`config.mk`:
```
export PLATFORM = sky130hd
export DESIGN_NAME = line_formatter
export DESIGN_NICKNAME = d
export VERILOG_FILES = /design/src/rtl/df_pkg.sv /design/src/rtl/df_word_seq.sv /design/src/rtl/df_crc.sv /design/src/rtl/df_line_ctrl.sv /design/src/rtl/line_formatter.sv
export SDC_FILE = /design/constraint.sdc
export NUM_CORES = 1
export LEC_CHECK = 0
export ABC_AREA = 1
export CORE_MARGIN = 1
export CORE_UTILIZATION = 49
export CTS_CLUSTER_SIZE = 14
export DETAILED_ROUTE_END_ITERATION = 10
export HOLD_SLACK_MARGIN = 0.1
export PLACE_DENSITY = 0.87
export SYNTH_ARGS = -nofsm -noshare
export SYNTH_HDL_FRONTEND = slang
export SYNTH_SLANG_ARGS = --single-unit
```
`constraint.sdc`:
```
create_clock -name clk_i -period 2.8 [get_ports clk_i]
set_input_delay 0.56 -clock clk_i [delete_from_list [all_inputs] [get_ports clk_i]]
set_output_delay 0.56 -clock clk_i [all_outputs]
set_load 0.1 [all_outputs]
```
`src/rtl/df_pkg.sv`:
```
package df_pkg;

    localparam int SMP_W    = 10;
    localparam int NARROW_W = 8;
    localparam int DROP_W   = SMP_W - NARROW_W;

    typedef logic [SMP_W-1:0] word_t;

    localparam word_t CRC_MASK   = 10'h233;
    localparam word_t CRC_SEED   = '1;
    localparam word_t CODE_FRAME = 10'h2AA;
    localparam word_t CODE_LINE  = 10'h0AA;
    localparam word_t CODE_CLOSE = 10'h12A;
    localparam word_t CODE_LAST  = 10'h3AA;
    localparam word_t CODE_IDLE  = 10'h015;
    localparam word_t WORD_TRAIN = 10'h3A6;

    typedef enum logic [2:0] {
        SLOT_TRAIN,
        SLOT_PIX,
        SLOT_OPEN,
        SLOT_FIRST,
        SLOT_CLOSE,
        SLOT_LAST
    } slot_e;

    function automatic word_t fit_word(word_t w, logic narrow);
        word_t r;
        r = narrow ? {{DROP_W{1'b0}}, w[SMP_W-1:DROP_W]} : w;
        return r;
    endfunction

    function automatic word_t crc_step(word_t c, word_t d, logic narrow);
        word_t r;
        logic  fb;
        int    n;
        r = c;
        n = narrow ? NARROW_W : SMP_W;
        for (int i = SMP_W - 1; i >= 0; i--) begin
            if (i < n) begin
                fb = r[SMP_W-1] ^ d[i];
                r  = {r[SMP_W-2:0], 1'b0};
                if (fb) r = r ^ CRC_MASK;
            end
        end
        return r;
    endfunction

    function automatic word_t crc_view(word_t c, logic narrow);
        word_t r;
        r = narrow ? {{DROP_W{1'b0}}, c[NARROW_W-1:0]} : c;
        return r;
    endfunction

endpackage

```
`src/rtl/df_word_seq.sv`:
```
module df_word_seq
    import df_pkg::*;
(
    input  logic  clk_i,
    input  logic  rst_i,
    input  logic  line_act_i,
    input  logic  valid_i,
    input  word_t a_i,
    input  word_t b_i,
    input  logic  narrow_i,
    output logic  fire_o,
    output word_t word_o
);
    logic  pend_q;
    word_t hold_q;
    logic  accept;

    assign accept = valid_i && line_act_i && !pend_q;
    assign fire_o = accept || pend_q;
    assign word_o = pend_q ? fit_word(hold_q, narrow_i) : fit_word(a_i, narrow_i);

    always_ff @(posedge clk_i) begin
        if (rst_i) begin
            pend_q <= 1'b0;
            hold_q <= '0;
        end else if (pend_q) begin
            pend_q <= 1'b0;
        end else if (accept) begin
            pend_q <= 1'b1;
            hold_q <= b_i;
        end
    end

    AST_B_FOLLOWS_A: assert property (@(posedge clk_i) disable iff (rst_i)
        accept |=> (fire_o && word_o == fit_word($past(b_i), narrow_i)));

endmodule

```
`src/rtl/df_crc.sv`:
```
module df_crc
    import df_pkg::*;
(
    input  logic  clk_i,
    input  logic  rst_i,
    input  logic  preset_i,
    input  logic  fire_i,
    input  word_t word_i,
    input  logic  narrow_i,
    output word_t crc_o
);
    word_t crc_q;

    always_ff @(posedge clk_i) begin
        if (rst_i || preset_i) begin
            crc_q <= CRC_SEED;
        end else if (fire_i) begin
            crc_q <= crc_step(crc_q, word_i, narrow_i);
        end
    end

    assign crc_o = crc_view(crc_q, narrow_i);

    AST_CRC_PRESET: assert property (@(posedge clk_i) disable iff (rst_i)
        preset_i |=> (crc_o == crc_view(CRC_SEED, narrow_i)));

endmodule

```
`src/rtl/df_line_ctrl.sv`:
```
module df_line_ctrl
    import df_pkg::*;
(
    input  logic  clk_i,
    input  logic  rst_i,
    input  logic  open_i,
    input  logic  first_i,
    input  logic  close_i,
    input  logic  last_i,
    input  logic  fire_i,
    output logic  line_act_o,
    output slot_e slot_o
);
    logic act_q;
    logic closing;

    assign closing    = close_i && act_q && !fire_i && !open_i;
    assign line_act_o = act_q;

    always_comb begin
        if (open_i)       slot_o = first_i ? SLOT_FIRST : SLOT_OPEN;
        else if (fire_i)  slot_o = SLOT_PIX;
        else if (closing) slot_o = last_i ? SLOT_LAST : SLOT_CLOSE;
        else              slot_o = SLOT_TRAIN;
    end

    always_ff @(posedge clk_i) begin
        if (rst_i)        act_q <= 1'b0;
        else if (open_i)  act_q <= 1'b1;
        else if (closing) act_q <= 1'b0;
    end

    AST_OPEN_ACTIVATES: assert property (@(posedge clk_i) disable iff (rst_i)
        open_i |=> line_act_o);
    AST_CLOSE_ENDS: assert property (@(posedge clk_i) disable iff (rst_i)
        closing |=> !line_act_o);

endmodule

```
`src/rtl/line_formatter.sv`:
```
module line_formatter
    import df_pkg::*;
(
    input  logic       clk_i,
    input  logic       rst_i,
    input  logic       mode_narrow_i,
    input  logic       line_open_i,
    input  logic       first_line_i,
    input  logic       line_close_i,
    input  logic       last_line_i,
    input  logic       pair_valid_i,
    input  logic [9:0] chan_a_i,
    input  logic [9:0] chan_b_i,
    output logic [9:0] lane_data_o,
    output logic [9:0] lane_sync_o
);
    logic  line_act;
    logic  fire;
    word_t pix_word;
    word_t crc_w;
    slot_e slot;
    word_t data_q, sync_q;

    df_word_seq u_seq (
        .clk_i      (clk_i),
        .rst_i      (rst_i),
        .line_act_i (line_act),
        .valid_i    (pair_valid_i),
        .a_i        (chan_a_i),
        .b_i        (chan_b_i),
        .narrow_i   (mode_narrow_i),
        .fire_o     (fire),
        .word_o     (pix_word)
    );

    df_crc u_crc (
        .clk_i    (clk_i),
        .rst_i    (rst_i),
        .preset_i (line_open_i),
        .fire_i   (fire && !line_open_i),
        .word_i   (pix_word),
        .narrow_i (mode_narrow_i),
        .crc_o    (crc_w)
    );

    df_line_ctrl u_ctrl (
        .clk_i      (clk_i),
        .rst_i      (rst_i),
        .open_i     (line_open_i),
        .first_i    (first_line_i),
        .close_i    (line_close_i),
        .last_i     (last_line_i),
        .fire_i     (fire),
        .line_act_o (line_act),
        .slot_o     (slot)
    );

    always_ff @(posedge clk_i) begin
        if (rst_i) begin
            data_q <= fit_word(WORD_TRAIN, mode_narrow_i);
            sync_q <= fit_word(CODE_IDLE, mode_narrow_i);
        end else begin
            unique case (slot)
                SLOT_PIX: begin
                    data_q <= pix_word;
                    sync_q <= fit_word(CODE_IDLE, mode_narrow_i);
                end
                SLOT_OPEN: begin
                    data_q <= fit_word(WORD_TRAIN, mode_narrow_i);
                    sync_q <= fit_word(CODE_LINE, mode_narrow_i);
                end
                SLOT_FIRST: begin
                    data_q <= fit_word(WORD_TRAIN, mode_narrow_i);
                    sync_q <= fit_word(CODE_FRAME, mode_narrow_i);
                end
                SLOT_CLOSE: begin
                    data_q <= crc_w;
                    sync_q <= fit_word(CODE_CLOSE, mode_narrow_i);
                end
                SLOT_LAST: begin
                    data_q <= crc_w;
                    sync_q <= fit_word(CODE_LAST, mode_narrow_i);
                end
                default: begin
                    data_q <= fit_word(WORD_TRAIN, mode_narrow_i);
                    sync_q <= fit_word(CODE_IDLE, mode_narrow_i);
                end
            endcase
        end
    end

    assign lane_data_o = data_q;
    assign lane_sync_o = sync_q;

    AST_CRC_ON_END: assert property (@(posedge clk_i) disable iff (rst_i)
        (slot == SLOT_CLOSE || slot == SLOT_LAST) |=> (lane_data_o == $past(crc_w)));
    AST_TRAIN_WHEN_CLOSED: assert property (@(posedge clk_i) disable iff (rst_i)
        (!line_act && !line_open_i) |=> (lane_data_o == fit_word(WORD_TRAIN, $past(mode_narrow_i))));
    AST_NARROW_TOP_ZERO: assert property (@(posedge clk_i) disable iff (rst_i)
        mode_narrow_i |=> (lane_data_o[9:8] == 2'b00 && lane_sync_o[9:8] == 2'b00));

endmodule

```
==> impl_metrics.env, run 1 <==
export IMPL_outcome="complete, no violations"
export IMPL_die_y_um=71.62
export IMPL_cpMostUsedCell="nand2_2"
export IMPL_setup_viol=0
export IMPL_synth_area_per_cell_um2=6.747
export IMPL_area_growth_pct=37.51
export IMPL_drt_iter0_markers=276
export IMPL_rsz0062_at_grt="no"
export IMPL_root_buffer="clkbuf_8"
export IMPL_tns_ps=0
export IMPL_gr_usage_all_layers=0.2865
export IMPL_pre_cts_slack_ps=-196.5
export IMPL_min_path_type="reg -> reg"
export IMPL_wl_per_cell_um=15.15
export IMPL_insertion_delay_ps=300
export IMPL_synthTopCellsByArea="dfxtp_1 (34%), nand2_1 (15%), inv_1 (6.3%)"
export IMPL_drive_gt1_frac=0.2651
export IMPL_fin_crit_sh=0.9453
export IMPL_fin_skew_ps=6.409
export IMPL_h_tree_depth=2
export IMPL_cpMaxStageDelayCell="clkdlybuf4s50_1"
export IMPL_gr_total_overflow=0
export IMPL_final_cell_mix="nand2_1 (86), buf_4 (57), inv_1 (40), dfxtp_1 (40), nor2_1 (30)"
export IMPL_via_count=2717
export IMPL_drtAntennaViolNets=0
export IMPL_place_hpwl_mm=5.128
export IMPL_syn_cell_area_um2=2375
export IMPL_ys_seq_elements=40
export IMPL_via_per_inst=5.637
export IMPL_tightest_slew_ps=445.4
export IMPL_required_ps=2990
export IMPL_critical_path_class="in -> reg"
export IMPL_grt_pass1_vias=2453
export IMPL_io_pins=48
export IMPL_cp_max_fo=4
export IMPL_nFillCells=348
export IMPL_initial_utilization=0.5272
export IMPL_cts_tree="yes"
export IMPL_core_region_area_um2=4504
export IMPL_max_freq_mhz=377.8
export IMPL_clk_path_buf_depth=2
export IMPL_p_per_area_nw_per_um2=535.1
export IMPL_maxCapViolations=0
export IMPL_clk_pin_slew_ps=80
export IMPL_leakage_uw=0.001672
export IMPL_synth_cell_type_count=32
export IMPL_antennaDiodeCount=0
export IMPL_arrival_ps=2840
export IMPL_die_w_um=71.62
export IMPL_slew_violations=0
export IMPL_fp_row_count=24
export IMPL_ys_warnings_count=0
export IMPL_final_common_cell="nand2_1"
export IMPL_antenna_found_initial=0
export IMPL_synth_seq_area_share=0.3372
export IMPL_peakVddDrop_uv=228.4
export IMPL_cts_buffers=5
export IMPL_period_needed_ps=2647
export IMPL_synth_nets=380
export IMPL_routed_wl_mm=7.303
export IMPL_endpoint_kind="flip-flop"
export IMPL_place_congestion=0.9594
export IMPL_cp_start_kind="input port"
export IMPL_nNetsFinal=457
export IMPL_synthCells=352
export IMPL_power_uw=1747
export IMPL_yosys_area_top_type_share=0.3372
export IMPL_die_area_um2=5129
export IMPL_slew_headroom=0.6999
export IMPL_critical_path_cell_chain="clkdlybuf4s50_1 > nand2_1 > nand2_2 > inv_2 > nor2_1 > nand3_4 > nand2_4 > nand2_1 > nand2_1 > nand2_2 > nand2_1 > nand2_2 > nand2_2 > nand2_1 > nand3_2 > nand2_2 > nand2_2 > nand2_2 > o21ai_0 > nand3_1"
export IMPL_clock_sinks=40
export IMPL_grt_pass1_wl_mm=11.29
export IMPL_drcViolationCount=0
export IMPL_numPortBuffers=47
export IMPL_fin_ws_ps=153.2
export IMPL_max_stage_delay_ps=460
export IMPL_hold_viol=0
export IMPL_dr_pass1_iters=4
export IMPL_grt_max_degree=15
export IMPL_synth_area_leader_cell="dfxtp_1"
-- flip-flops by register name (all words and copies together), names as in the netlist --
signal	flops
u_seq.pend_q	1
lane_data_o	10
u_crc.crc_q	10
u_seq.hold_q	10
u_ctrl.line_act_o	1
lane_sync_o	8
-- area by class of cell --
class | count | area, µm² | share of cell area
Clock buffer | 5 | 68.82 | 0.02107
Timing Repair Buffer | 84 | 703.2 | 0.2153
Tap cell | 52 | 65.06 | 0.01992
Inverter | 44 | 165.2 | 0.05057
Sequential cell | 40 | 800.8 | 0.2452
Clock inverter | 3 | 18.77 | 0.005747
Multi-Input combinational cell | 254 | 1444 | 0.4421
-- power by group --
| group | switching (µW) | internal (µW) | leakage, µW |
|---|---|---|---|
| sequential | 17.7 | 602 | 0.000330 |
| clock | 210 | 173 | 0.0000479 |
| combinational | 474 | 270 | 0.00129 |
| total | 702 | 1050 | 0.00167 |
-- cells in the mapped netlist (all sizes together) --
master / n
xor2: 9
nor2: 30
a31oi: 3
nor3: 1
o221ai: 2
nand2: 111
inv: 44
nand3b: 1
dfxtp: 40
a21boi: 1
clkbuf: 5
o22ai: 4
nand4: 2
a21oi: 15
buf: 9
o21ai: 30
xnor2: 4
a32o: 2
nand3: 30
o211ai: 8
o31ai: 1
-- timing repair --
| action | 4_1_cts | 5_1_grt |
|---|---|---|
| gates resized for setup | 0 | 31 |
| setup buffers | 0 | 3 |
| endpoints found under the setup margin | 0 | 3 |
| hold buffers | 0 | 0 |
-- critical path, delay by kind of cell --
| family | cells | cell delay [ps] |
|---|---|---|
| simple gates | 17 | 1580 |
| buf+inv | 2 | 510 |
| compound gates | 1 | 200 |
-- stage by stage --
stage,instances,hold WS [ps],area [µm²],util
floorplan,352,438.8,2375,-
global placement,471,464.9,3023,0.6711
detailed placement,471,474.3,3023,0.6711
CTS,479,486.5,3110,0.6906
global route,482,503.4,3266,0.7250
finish,482,492.4,3266,0.7250
-- kinds of logic after synthesis --
family,after synthesis,synth area share
AND/OR/NAND/NOR,175,0.3377
AO/OA/AOI/OAI,66,0.1623
flip-flops,40,0.3372
XOR/XNOR,13,0.05427
buffers and inverters,58,0.1085
-- layer usage --
metal  vias to the layer above  GRT usage  wire (µm)
met5                         -          0          0
met4                         0     0.1416        318
met3                        40    0.05767        640
met2                       149     0.4790       3422
met1                      1241     0.3515       2922
li1                       1287          -          -
-- final timing paths --
| path | slack [ps] | endpoint | start | depth (start not counted) |
|---|---|---|---|---|
| setup reg to reg | 230 | u_crc.crc_q[4] | u_seq.pend_q | 22 |
| hold reg to reg | 490 | u_seq.hold_q[5] | u_seq.hold_q[5] | 2 |
| hold / removal | 490 | u_seq.hold_q[5] | u_seq.hold_q[5] | 2 |
| setup / recovery | 150 | u_crc.crc_q[4] | chan_a_i[8] | 20 |
No activity file was read; power rests on OpenSTA's default activity.
==> run 2, diff against run 1 <==
--- a/config.mk
+++ b/config.mk
@@ -11,7 +11,7 @@
 export CTS_CLUSTER_SIZE = 14
 export DETAILED_ROUTE_END_ITERATION = 10
 export HOLD_SLACK_MARGIN = 0.1
-export PLACE_DENSITY = 0.87
+export PLACE_DENSITY = 0.77
 export SYNTH_ARGS = -nofsm -noshare
 export SYNTH_HDL_FRONTEND = slang
 export SYNTH_SLANG_ARGS = --single-unit
==> run 2 against run 1 <==
  * Clock-buffer cell count rose by 2
  * Clock power grew 36%
  * First-iteration DRC count is 26% lower
==> impl_metrics.env, run 2 (synthesis gave the netlist of run 1 again) <==
export IMPL_outcome="complete, no violations"
export IMPL_power_uw=1879
export IMPL_antenna_found_initial=0
export IMPL_drive_gt1_frac=0.2656
export IMPL_place_inst=476
export IMPL_antennaDiodeCount=0
export IMPL_via_count=2613
export IMPL_final_common_cell="nand2_1"
export IMPL_leakage_uw=0.001676
export IMPL_h_tree_depth=2
export IMPL_routed_wl_mm=7.102
export IMPL_path_buf_inv=2
export IMPL_cp_start_kind="input port"
export IMPL_cts_tree="yes"
export IMPL_clk_path_buf_depth=2
export IMPL_io_pins=48
export IMPL_r2r_cells=22
export IMPL_cp_max_fo=5
export IMPL_fin_skew_ps=8.560
export IMPL_tightest_slew_ps=390.3
export IMPL_holdPathStages=2
export IMPL_clk_pin_slew_ps=80
export IMPL_instances_no_fill=485
export IMPL_endpoint_kind="flip-flop"
export IMPL_max_freq_mhz=372.3
export IMPL_die_w_um=71.62
export IMPL_slew_headroom=0.7395
export IMPL_max_stage_delay_ps=480
export IMPL_place_congestion=0.9459
export IMPL_timing_rr_start="u_seq.pend_q"
export IMPL_cts_hold_buf=0
export IMPL_gr_usage_all_layers=0.2810
export IMPL_slew_violations=0
export IMPL_insertion_delay_ps=300
export IMPL_regToRegSetupSlack_ps=260
export IMPL_fin_util=0.7325
export IMPL_drcViolationCount=0
export IMPL_arrival_ps=2860
export IMPL_critPathTopFamily="simple AND/OR/NAND/NOR gates"
export IMPL_grt_pass1_vias=2438
export IMPL_min_path_type="reg -> reg"
export IMPL_clock_sinks=40
export IMPL_root_buffer="clkbuf_8"
export IMPL_numPortBuffers=47
export IMPL_die_y_um=71.62
export IMPL_maxCapViolations=0
export IMPL_tns_ps=0
export IMPL_grt_max_degree=15
export IMPL_timing_rr_end="u_crc.crc_q[0]"
export IMPL_critical_path_class="in -> reg"
export IMPL_fp_row_count=24
export IMPL_p_per_area_nw_per_um2=569.5
export IMPL_cpMaxStageDelayCell="clkdlybuf4s50_1"
export IMPL_cts_buffers=5
export IMPL_fin_crit_sh=0.9593
export IMPL_final_cell_mix="nand2_1 (87), buf_4 (60), inv_1 (40), dfxtp_1 (40), nor2_1 (30)"
export IMPL_drtAntennaViolNets=0
export IMPL_critical_path_cell_chain="clkdlybuf4s50_1 > inv_1 > nand2_2 > nand3_4 > nand2_4 > nand2_4 > nand2_4 > nand3_4 > nand2_4 > nand2_1 > nand2_1 > nand2_1 > nand2_1 > nand2_2 > nand2_2 > nand2_1 > nand3_2 > nand2_2 > nand2_2 > nand2_2 > nand2_2 > nand2_2 > nand2_1 > o211ai_1"
export IMPL_die_area_um2=5129
export IMPL_initial_utilization=0.5272
export IMPL_startpoint="chan_a_i[9]"
export IMPL_setup_viol=0
export IMPL_core_region_area_um2=4504
export IMPL_nFillCells=359
export IMPL_hold_path_startpoint="u_seq.hold_q[5]"
export IMPL_wl_per_cell_um=14.64
export IMPL_place_hpwl_mm=5.144
export IMPL_dr_pass1_iters=5
export IMPL_area_growth_pct=38.94
export IMPL_peakVddDrop_uv=298.3
export IMPL_drt_iter0_markers=204
export IMPL_nNetsFinal=460
export IMPL_hold_viol=0
export IMPL_via_per_inst=5.388
export IMPL_grt_pass1_wl_mm=11.21
export IMPL_gr_total_overflow=0
export IMPL_period_needed_ps=2686
export IMPL_fin_hold_ws_ps=473.8
export IMPL_holdPathEnd="u_seq.hold_q[5]"
export IMPL_required_ps=2980
export IMPL_cpMostUsedCell="nand2_2"
==> run 2: changes by cell type in the layout (fill, tap and decap cells not counted), moves of 2 or more <==
cell and change:
buf_4 +3, clkbuf_8 +2, clkinv_2 -2, nand3_4 -2
==> run 2: what timing repair did <==
action / in CTS / in global routing
setup buffers: 0 / 1
gates resized for setup: 0 / 25
setup endpoints to repair: 0 / 3
==> run 2: layer usage <==
layer  share of wire  track usage
met4           0.028      0.09150
met3           0.073      0.06892
met1            0.42       0.3526
met2            0.48       0.4738
met5               0            0
==> run 2: layout make-up <==
cell class / count / area (µm²) / share of cell area
clock buffers: 7 / 96.34 / 0.02920
clock inverters: 1 / 30.03 / 0.009101
inverters: 44 / 167.7 / 0.05082
multi-input cells: 254 / 1416 / 0.4293
flip-flops and latches: 40 / 800.8 / 0.2427
well taps: 52 / 65.06 / 0.01972
repair buffers: 87 / 723.2 / 0.2192
==> run 2: report_power, final <==
part           internal [µW]  switching [µW]
Clock                    315             208
Sequential               602            18.0
Combinational            275             461
Total                   1190             687
==> run 2: worst max-delay path by stage <==
stage	to	slack, ps	cells after the start
after floorplan	u_crc.crc_q[9]	550	22
after CTS	u_crc.crc_q[4]	90	17
final	u_crc.crc_q[0]	110	24
after global routing	u_crc.crc_q[9]	-60	22
after detailed placement	u_crc.crc_q[4]	-220	17
after global placement	u_crc.crc_q[0]	-160	18
==> run 2: stage by stage <==
step / setup slack, ps / instance area (µm²)
after global placement: -160.8 / 3060
after detailed placement: -215.3 / 3060
after CTS: 88.17 / 3187
final: 113.9 / 3299
after global routing: -63.83 / 3299
after floorplan: 552.2 / 2375
==> run 2: worst reg2reg max path, delay by kind of cell, from the launching register on <==
kind            cells  cell delay, ps
buf+inv             2             260
simple gates       19            1680
compound gates      1              90
flops               1             400
==> run 3, diff against run 2 <==
--- a/config.mk
+++ b/config.mk
@@ -7,11 +7,10 @@
 export LEC_CHECK = 0
 export ABC_AREA = 1
 export CORE_MARGIN = 1
-export CORE_UTILIZATION = 49
+export CORE_UTILIZATION = 40
 export CTS_CLUSTER_SIZE = 14
 export DETAILED_ROUTE_END_ITERATION = 10
 export HOLD_SLACK_MARGIN = 0.1
-export PLACE_DENSITY = 0.77
 export SYNTH_ARGS = -nofsm -noshare
 export SYNTH_HDL_FRONTEND = slang
 export SYNTH_SLANG_ARGS = --single-unit
==> run 3 against run 2 <==
  * Sequential share of layout area decreased by 0.11 points
  * Sequential cell count unchanged
  * Largest cell class unchanged
  * Critical path depth decreased by 8
  * Via count decreased by 3.6%
  * Register-to-register slack improved by 50 ps
==> impl_metrics.env, run 3 (synthesis gave the netlist of run 1 again) <==
export IMPL_nNetsFinal=461
export IMPL_outcome="complete, no violations"
export IMPL_tns_ps=0
export IMPL_final_cell_mix="nand2_1 (90), buf_4 (59), inv_1 (40), dfxtp_1 (40), nor2_1 (28)"
export IMPL_p_per_area_nw_per_um2=524.4
export IMPL_maxCapViolations=0
export IMPL_drtAntennaViolNets=0
export IMPL_critical_path_class="in -> reg"
export IMPL_path_depth=16
export IMPL_die_area_um2=6249
export IMPL_place_congestion=0.9074
export IMPL_die_w_um=79.05
export IMPL_leakage_uw=0.001677
export IMPL_rsz0062_at_grt="no"
export IMPL_core_region_area_um2=5608
export IMPL_drive_gt1_frac=0.2604
export IMPL_slew_violations=0
export IMPL_wl_per_cell_um=13.47
export IMPL_min_path_type="reg -> reg"
export IMPL_dr_wl_met2_mm=3.251
export IMPL_via_per_inst=4.980
export IMPL_cts_tree="yes"
export IMPL_hold_viol=0
export IMPL_via_count=2520
export IMPL_io_pins=48
export IMPL_dr_pass1_iters=5
export IMPL_fp_row_count=27
export IMPL_clk_pin_slew_ps=80
export IMPL_critical_path_cell_chain="clkdlybuf4s50_1 > o21ai_1 > o21ai_2 > xor2_4 > buf_4 > inv_1 > nand3_1 > nand2_2 > inv_1 > nand3_2 > nand2_1 > nand2_2 > nand2_2 > o21ai_0 > o21ai_1 > nand3_1"
export IMPL_max_freq_mhz=399.1
export IMPL_fin_skew_ps=11.23
export IMPL_cts_buffers=5
export IMPL_period_needed_ps=2506
export IMPL_startpoint="chan_a_i[5]"
export IMPL_antenna_found_initial=0
export IMPL_wl_met3_um=447
export IMPL_holdPathStages=2
export IMPL_root_buffer="clkbuf_8"
export IMPL_gr_total_overflow=0
export IMPL_fin_crit_sh=0.8948
export IMPL_h_tree_depth=2
export IMPL_slew_headroom=0.7256
export IMPL_cpMostUsedCell="nand2_2"
export IMPL_insertion_delay_ps=300
export IMPL_arrival_ps=2680
export IMPL_nFillCells=548
export IMPL_endpoint_kind="flip-flop"
export IMPL_top_layer="met4"
export IMPL_routedLengthMet1_mm=3.027
export IMPL_grt_max_degree=15
export IMPL_peakVddDrop_uv=256.2
export IMPL_path_buf_inv=4
export IMPL_place_hpwl_mm=5.147
export IMPL_cp_endpoint="u_crc.crc_q[4]"
export IMPL_timing_rr_end="u_crc.crc_q[4]"
export IMPL_place_inst=494
export IMPL_grt_pass1_vias=2337
export IMPL_cp_max_fo=3
export IMPL_area_growth_pct=39.57
export IMPL_instances_no_fill=506
export IMPL_r2r_cells=22
export IMPL_cts_hold_buf=0
export IMPL_tightest_slew_ps=411.1
export IMPL_clock_sinks=40
export IMPL_max_stage_delay_ps=500
export IMPL_gr_usage_all_layers=0.2294
export IMPL_required_ps=2970
export IMPL_clk_path_buf_depth=2
export IMPL_setup_viol=0
export IMPL_antennaDiodeCount=0
export IMPL_critPathTopFamily="buffers and inverters"
export IMPL_initial_utilization=0.4235
export IMPL_die_y_um=79.05
export IMPL_seqCellArea_um2=800.8
export IMPL_numPortBuffers=47
export IMPL_final_common_cell="nand2_1"
export IMPL_drcViolationCount=0
export IMPL_grt_pass1_wl_mm=11.13
export IMPL_timing_rr_start="u_seq.pend_q"
export IMPL_power_uw=1738
export IMPL_multi_input_area_um2=1410
export IMPL_regToRegSetupSlack_ps=310
export IMPL_pre_cts_slack_ps=-216.3
export IMPL_fin_hold_ws_ps=472.9
export IMPL_drt_iter0_markers=231
export IMPL_fin_ws_ps=294.5
export IMPL_cp_start_kind="input port"
export IMPL_cpMaxStageDelayCell="clkdlybuf4s50_1"
export IMPL_routed_wl_mm=6.817
==> run 3: repair_timing <==
item                                    in CTS  in global routing
endpoints found under the setup margin       0                  3
gates resized for setup                      0                 23
buffers inserted                             0                  4
==> run 3: how the worst min path moves through the flow <==
stage | from | end | slack (ps)
floorplan | u_seq.hold_q[2] | u_seq.hold_q[2] | 440
global placement | u_seq.hold_q[5] | u_seq.hold_q[5] | 460
detailed placement | u_seq.hold_q[5] | u_seq.hold_q[5] | 470
CTS | u_seq.hold_q[5] | u_seq.hold_q[5] | 480
global route | u_seq.hold_q[2] | u_seq.hold_q[2] | 510
finish | u_seq.hold_q[5] | u_seq.hold_q[5] | 470
==> run 3: layer usage <==
metal  up-vias  track usage
li1       1289            -
met3        12      0.04023
met5         -            0
met2        86       0.3853
met1      1133       0.3045
met4         0      0.05273
==> run 3: per-stage QoR <==
step                  util  instance area (µm²)
floorplan                -                 2375
global placement    0.5498                 3083
detailed placement  0.5498                 3083
CTS                 0.5654                 3171
global route        0.5910                 3314
finish              0.5910                 3314
==> run 3: report_power, final <==
| group | total (µW) | internal (µW) | switching, µW |
|---|---|---|---|
| logic | 736 | 280 | 456 |
| clock network | 383 | 174 | 209 |
| registers | 620 | 602 | 17.1 |
==> run 3: final cells by class <==
| cell class | count | share of cell area |
|---|---|---|
| repair buffers | 88 | 0.2288 |
| well taps | 72 | 0.02718 |
| clock inverters | 3 | 0.005663 |
| multi-input cells | 254 | 0.4254 |
| inverters | 44 | 0.05059 |
| flip-flops and latches | 40 | 0.2416 |
| clock buffers | 5 | 0.02076 |
==> run 3: worst reg2reg max path, cell delays in order (launching register included) <==
cell and delay [ps]:
dfxtp_1 350, buf_4 200, nand2_1 120, nand3_4 100, nand2_2 90, nand2_4 110
nand2_1 100, nand3_4 100, nand2_2 80, nand2_1 60, nand2_1 50, nand2_1 90
nand2_1 80, nand2_2 100, nand2_2 70, nand2_2 80, nand3_2 80, nand2_1 80
nand2_2 70, nand2_2 80, o21ai_0 80, o21ai_1 110, nand3_1 90
